==> config.mk <==
export PLATFORM = sky130hd
export DESIGN_NAME = msi_intr_file
export DESIGN_NICKNAME = d
export VERILOG_FILES = /design/src/rtl/mif_pkg.sv /design/src/rtl/mif_msg_dec.sv /design/src/rtl/mif_prio.sv /design/src/rtl/msi_intr_file.sv
export SDC_FILE = /design/constraint.sdc
export NUM_CORES = 1
export LEC_CHECK = 0
export BUFFER_PORTS_ARGS = -buffer_cell sky130_fd_sc_hd__buf_2
export CAP_MARGIN = 40
export CELL_PAD_IN_SITES_DETAIL_PLACEMENT = 1
export CELL_PAD_IN_SITES_GLOBAL_PLACEMENT = 1
export CORE_MARGIN = 10
export CORE_UTILIZATION = 38
export DETAILED_ROUTE_END_ITERATION = 8
export PLACE_DENSITY_LB_ADDON = 0.05
export SETUP_SLACK_MARGIN = 0.1
export SLEW_MARGIN = 15
export SYNTH_ARGS = -nofsm -noshare
export SYNTH_HDL_FRONTEND = slang
export SYNTH_SLANG_ARGS = --single-unit
export TNS_END_PERCENT = 20
==> constraint.sdc <==
create_clock -name clk -period 3.1 [get_ports clk]
set_input_delay 0.31 -clock clk [delete_from_list [all_inputs] [get_ports clk]]
set_output_delay 0.31 -clock clk [all_outputs]
set_load 0.05 [all_outputs]
==> src/rtl/mif_pkg.sv <==
package mif_pkg;

    localparam int ID_W = 11;

    localparam logic [7:0] SEL_DELIV     = 8'h70;
    localparam logic [7:0] SEL_THRESH    = 8'h72;
    localparam logic [7:0] SEL_PEND_BASE = 8'h80;
    localparam logic [7:0] SEL_EN_BASE   = 8'hC0;

    typedef enum logic [1:0] {
        OP_READ  = 2'd0,
        OP_WRITE = 2'd1,
        OP_SET   = 2'd2,
        OP_CLEAR = 2'd3
    } reg_op_e;

    function automatic logic [31:0] apply_op(reg_op_e op, logic [31:0] old_v, logic [31:0] arg);
        case (op)
            OP_WRITE: apply_op = arg;
            OP_SET:   apply_op = old_v | arg;
            OP_CLEAR: apply_op = old_v & ~arg;
            default:  apply_op = old_v;
        endcase
    endfunction

endpackage

==> src/rtl/mif_msg_dec.sv <==
module mif_msg_dec #(
    parameter int NUM_IDS = 63,
    parameter int TOT     = 64
) (
    input  logic            msg_we,
    input  logic [11:0]     msg_addr,
    input  logic [31:0]     msg_wdata,
    output logic [TOT-1:0]  set_vec
);
    logic hit;

    always_comb begin
        hit = msg_we && (msg_addr == 12'h000) && (msg_wdata != 32'd0)
              && (msg_wdata <= 32'(NUM_IDS));
        set_vec = '0;
        for (int i = 1; i < TOT; i++) begin
            if (hit && (msg_wdata == 32'(i)) && (i <= NUM_IDS))
                set_vec[i] = 1'b1;
        end
    end
endmodule

==> src/rtl/mif_prio.sv <==
module mif_prio
    import mif_pkg::*;
#(
    parameter int NUM_IDS = 63,
    parameter int TOT     = 64
) (
    input  logic [TOT-1:0]  cand,
    input  logic [ID_W-1:0] thresh,
    output logic [ID_W-1:0] top_id
);
    always_comb begin
        top_id = '0;
        for (int i = NUM_IDS; i >= 1; i--) begin
            if (cand[i] && ((thresh == '0) || (i < int'(thresh))))
                top_id = ID_W'(i);
        end
    end
endmodule

==> src/rtl/msi_intr_file.sv <==
module msi_intr_file
    import mif_pkg::*;
#(
    parameter int NUM_IDS = 63
) (
    input  logic        clk,
    input  logic        rst_n,
    input  logic        sel_we,
    input  logic [7:0]  sel_wdata,
    input  logic        reg_we,
    input  logic [1:0]  reg_op,
    input  logic [31:0] reg_wdata,
    output logic [31:0] reg_rdata,
    input  logic        claim_we,
    output logic [31:0] topei,
    input  logic        msg_we,
    input  logic [11:0] msg_addr,
    input  logic [31:0] msg_wdata,
    output logic        irq
);
    localparam int NB  = NUM_IDS + 1;
    localparam int NW  = (NB + 31) / 32;
    localparam int TOT = NW * 32;

    function automatic logic [TOT-1:0] make_mask();
        logic [TOT-1:0] m;
        for (int i = 0; i < TOT; i++)
            m[i] = (i >= 1) && (i <= NUM_IDS);
        return m;
    endfunction

    localparam logic [TOT-1:0] VMASK = make_mask();

    typedef struct packed {
        logic [7:0]      sel;
        logic            deliv;
        logic [ID_W-1:0] thr;
        logic [TOT-1:0]  pend;
        logic [TOT-1:0]  en;
    } state_t;

    state_t          s_d, s_q;
    logic [TOT-1:0]  set_vec;
    logic [ID_W-1:0] top_id;
    reg_op_e         op;

    assign op = reg_op_e'(reg_op);

    mif_msg_dec #(.NUM_IDS(NUM_IDS), .TOT(TOT)) u_dec (
        .msg_we    (msg_we),
        .msg_addr  (msg_addr),
        .msg_wdata (msg_wdata),
        .set_vec   (set_vec)
    );

    mif_prio #(.NUM_IDS(NUM_IDS), .TOT(TOT)) u_prio (
        .cand   (s_q.pend & s_q.en),
        .thresh (s_q.thr),
        .top_id (top_id)
    );

    // read mux
    always_comb begin
        reg_rdata = '0;
        if (s_q.sel == SEL_DELIV)
            reg_rdata = {31'd0, s_q.deliv};
        else if (s_q.sel == SEL_THRESH)
            reg_rdata = {21'd0, s_q.thr};
        for (int w = 0; w < NW; w++) begin
            if (s_q.sel == 8'(int'(SEL_PEND_BASE) + w))
                reg_rdata = s_q.pend[w*32 +: 32];
            if (s_q.sel == 8'(int'(SEL_EN_BASE) + w))
                reg_rdata = s_q.en[w*32 +: 32];
        end
    end

    // next state
    always_comb begin
        logic [31:0] tmp;
        s_d = s_q;
        tmp = '0;
        if (sel_we)
            s_d.sel = sel_wdata;
        if (reg_we && (op != OP_READ)) begin
            if (s_q.sel == SEL_DELIV) begin
                tmp = apply_op(op, {31'd0, s_q.deliv}, reg_wdata);
                s_d.deliv = tmp[0];
            end else if (s_q.sel == SEL_THRESH) begin
                tmp = apply_op(op, {21'd0, s_q.thr}, reg_wdata);
                s_d.thr = tmp[ID_W-1:0];
            end
            for (int w = 0; w < NW; w++) begin
                if (s_q.sel == 8'(int'(SEL_PEND_BASE) + w))
                    s_d.pend[w*32 +: 32] = apply_op(op, s_q.pend[w*32 +: 32], reg_wdata);
                if (s_q.sel == 8'(int'(SEL_EN_BASE) + w))
                    s_d.en[w*32 +: 32] = apply_op(op, s_q.en[w*32 +: 32], reg_wdata);
            end
        end
        if (claim_we && (top_id != '0)) begin
            for (int i = 1; i < TOT; i++)
                if (top_id == ID_W'(i))
                    s_d.pend[i] = 1'b0;
        end
        s_d.pend = (s_d.pend | set_vec) & VMASK;
        s_d.en   = s_d.en & VMASK;
    end

    always_ff @(posedge clk) begin
        if (!rst_n)
            s_q <= '0;
        else
            s_q <= s_d;
    end

    assign topei = {5'd0, top_id, 5'd0, top_id};
    assign irq   = s_q.deliv && (top_id != '0);

endmodule

==> impl_metrics.ini <==
[outcome]
status = finished, violations left
violations = negative setup slack

[pwr]
switching_power_mw = 1.502
combinationalPowerShare_pct = 11.1
pwr-share-seq_pct = 38.4
p_leak_nw = 6.305
internal-power_mw = 3.654
clkPwrFrac_pct = 50.5
p_sw_share_pct = 29.13
vdd_ir_drop_max_uv = 421.4
pwr_density_cell_nw_per_um2 = 325.9

[layout]
largest_reg_flops = 146
utilization_pct = 53.38
multiInputGateArea_um2 = 8548
num-fill-cells = 3746
area_growth_pct = 38.55
reg_top3 = s_q: 146 flops
antennaDiodeCount = 0
finalInstanceArea_um2 = 15820
final_nets = 2038
largest_register = s_q
area.sequential_um2 = 2934
drive_above_1_share_pct = 30.02

[cts]
htreeDepth = 4
cts_hold_buffers = 0
clk_pin_slew_worst_paths_ns = 0.08
clock-sinks = 146
cts_buffers = 17
root_buffer = clkbuf_16
cts_tree = built
clk_latency_ns = 0.46
clk_path_buf_depth = 2

[detailed_routing]
highest_layer = met5
dr_wl_met2_um = 28490
routed-via-count = 15126
wl_um = 65990
post_drt_via_cell_ratio = 6.439
ant_nets = 0
wl_met3_um = 7010
wl_met1_um = 27930
drtIter0Drc = 1542
drcViolationCount = 0
first_pass_iters = 5
wl_per_cell_um = 28.09

[placement]
pre_cts_ws_ns = -0.8035
placed_area_um2 = 14230
io_buffers = 136
routabilityCongestion = 1.011
post-dp-hpwl_um = 51060

[timing]
setup_viol = 76
worst_hold_slack_ns = 0.09162
drv_slew = 0
setup_tns_ns = -37.50
tightestPinTransition_ns = 0.8885
fin_ws_ns = -0.8790
min_period_over_period_pct = 128.4
grt_setup_unrepaired = true
fmaxAchievable_mhz = 251.3
report.final.hold_viol_count = 0
maxSlewHeadroom_pct = 40.76
period_minus_slack_ns = 3.979
finClkSkew_ns = 0.01309

[setup_path]
path_class = reg -> out
worstSetupEndpointType = output port
worstReg2RegStart = s_q[134]$_SDFFE_PN0P_
crit_path_start_kind = register
cpMostUsedCell = buf_12
worst_ep_required_time_ns = 2.79
crit_slowest_cell = or4_4
cp_max_fo = 16
slowest_delay_ns = 0.49
crit_path_start = s_q[131]$_SDFFE_PN0P_
cp_num_buf_inv = 4
cp_top_family = compound AO/OA/AOI/OAI gates
crit_chain = buf_12, or4_4, nor2_4, nor2_2, buf_12, o211ai_1, buf_4, nor3b_2, o31ai_1, a311o_1, nand3_2, or2_4, o31a_4, buf_6
crit_arrival_ns = 3.67

[synth]
yosys_most_used_dff = dfxtp_1
syn_area_um2 = 11420
synth_edf_count = 0
yosysWarnings = 0
async_reset_ff_share_pct = 0
ys_types = 85
syn_area_per_cell_um2 = 6.992
ys_seq_elements = 146
seq_area_frac_synth_pct = 25.60
postSynthCellCount = 1633

[die]
io_pins = 157
die_y_um = 193.3
dieArea_um2 = 37380
core-area_um2 = 29640
num_rows = 63
start_util_pct = 38.53
die_x_um = 193.3

[grt]
grt_usage_pct = 33.07
grt_pass1_vias = 15157
grt_max_degree = 89
grt_pass1_wl_um = 96590
overflow = 0
grt_antenna_before_repair = 1

[min_path]
hp-start = sel_wdata[4]
hold_class = in -> reg

[job]
cap_violations = 0
path summary, 6_finish.rpt:
kind | slack (ns) | cells after the start | end
worst max-delay path | -0.88 | 14 | irq
worst min-delay path | 0.09 | 3 | s_q[144]$_SDFFE_PN0P_
worst max register to register | -0.67 | 12 | s_q[100]$_SDFF_PN0_
worst min register to register | 0.50 | 2 | s_q[21]$_SDFFE_PN0P_
per-stage QoR:
stage,cells,power (mW)
after global routing,2349,5.265
after floorplan,1652,2.319
after CTS,2333,5.117
final,2349,5.156
after detailed placement,2297,2.564
after global placement,2296,2.553
power by group through the flow:
stage	sequential, mW	clock, mW	combinational [mW]
finish	1.98	2.60	0.574
global route	1.98	2.68	0.606
CTS	1.97	2.59	0.553
detailed placement	2.02	0	0.549
global placement	2.01	0	0.539
floorplan	1.98	0	0.336
synth_stat cells (26+ instances only):
library cell / count / area (um^2)
nor2_1: 85 / 319.1
o21ai_0: 175 / 875.8
mux2i_1: 61 / 610.6
nor2b_1: 44 / 275.3
a41oi_1: 27 / 236.5
a22oi_1: 32 / 240.2
nand3_1: 39 / 195.2
nand2_1: 333 / 1250
a21oi_1: 86 / 430.4
nor3_1: 27 / 135.1
a21boi_0: 84 / 630.6
clkbuf_1: 87 / 326.6
dfxtp_1: 146 / 2923
a31oi_1: 35 / 219.0
o22ai_1: 29 / 181.4
buf_4: 26 / 195.2
layer usage:
metal | up-vias | track usage, %
met4 | 2 | 12.47
li1 | 6605 | -
met3 | 147 | 9.163
met5 | - | 0
met2 | 818 | 49.47
met1 | 7554 | 44.10
area by class of cell:
type,instances,area share (%)
inverters,13,0.3559
flip-flops and latches,146,18.55
multi-input cells,1356,54.03
clock inverters,14,1.693
repair buffers,412,19.57
well taps,390,3.084
clock buffers,18,2.713
worst min-delay path, delay by kind of cell:
family / cells / cell delay (ns)
buffers and inverters: 1 / 0.08
muxes: 1 / 0.06
and+or+nand+nor: 1 / 0.07
cell usage in the layout (no fill, tap or decap), types with 7 or more instances in the layout:
cell type,count
inv_1,11
o21a_1,10
or3_1,8
mux2_2,9
buf_6,17
and2_1,14
nor2_4,7
nand2_1,326
a221oi_1,11
a41oi_1,22
clkbuf_16,18
o221ai_1,9
buf_4,249
o22ai_1,27
a21boi_0,84
a22o_1,7
buf_8,9
o21ai_0,166
a21oi_1,80
nor2_1,69
buf_2,123
conb_1,20
and3_1,13
nor3_1,22
mux2i_1,61
a22oi_1,29
o211ai_1,19
nand4_1,9
dfxtp_1,139
buf_12,13
nand3_1,38
o21ai_1,17
nor2b_1,44
nor4_1,8
a31oi_1,30
nor2_2,13
logic make-up after synthesis:
logic type      count (synthesis)  share of synthesized area [%]
compound gates                618                          35.38
xor+xnor                        4                         0.3069
buf+inv                       150                          6.038
flops                         146                          25.60
mux                            70                          6.235
other cells                     1                        0.03284
simple gates                  644                          26.41
what timing repair did:
action,CTS,global route
buffers inserted,4,17
endpoints found under the setup margin,86,82
gates resized for setup,63,106
cloned,0,1
pin swaps,7,34
Power figures use the tool's default switching activity.
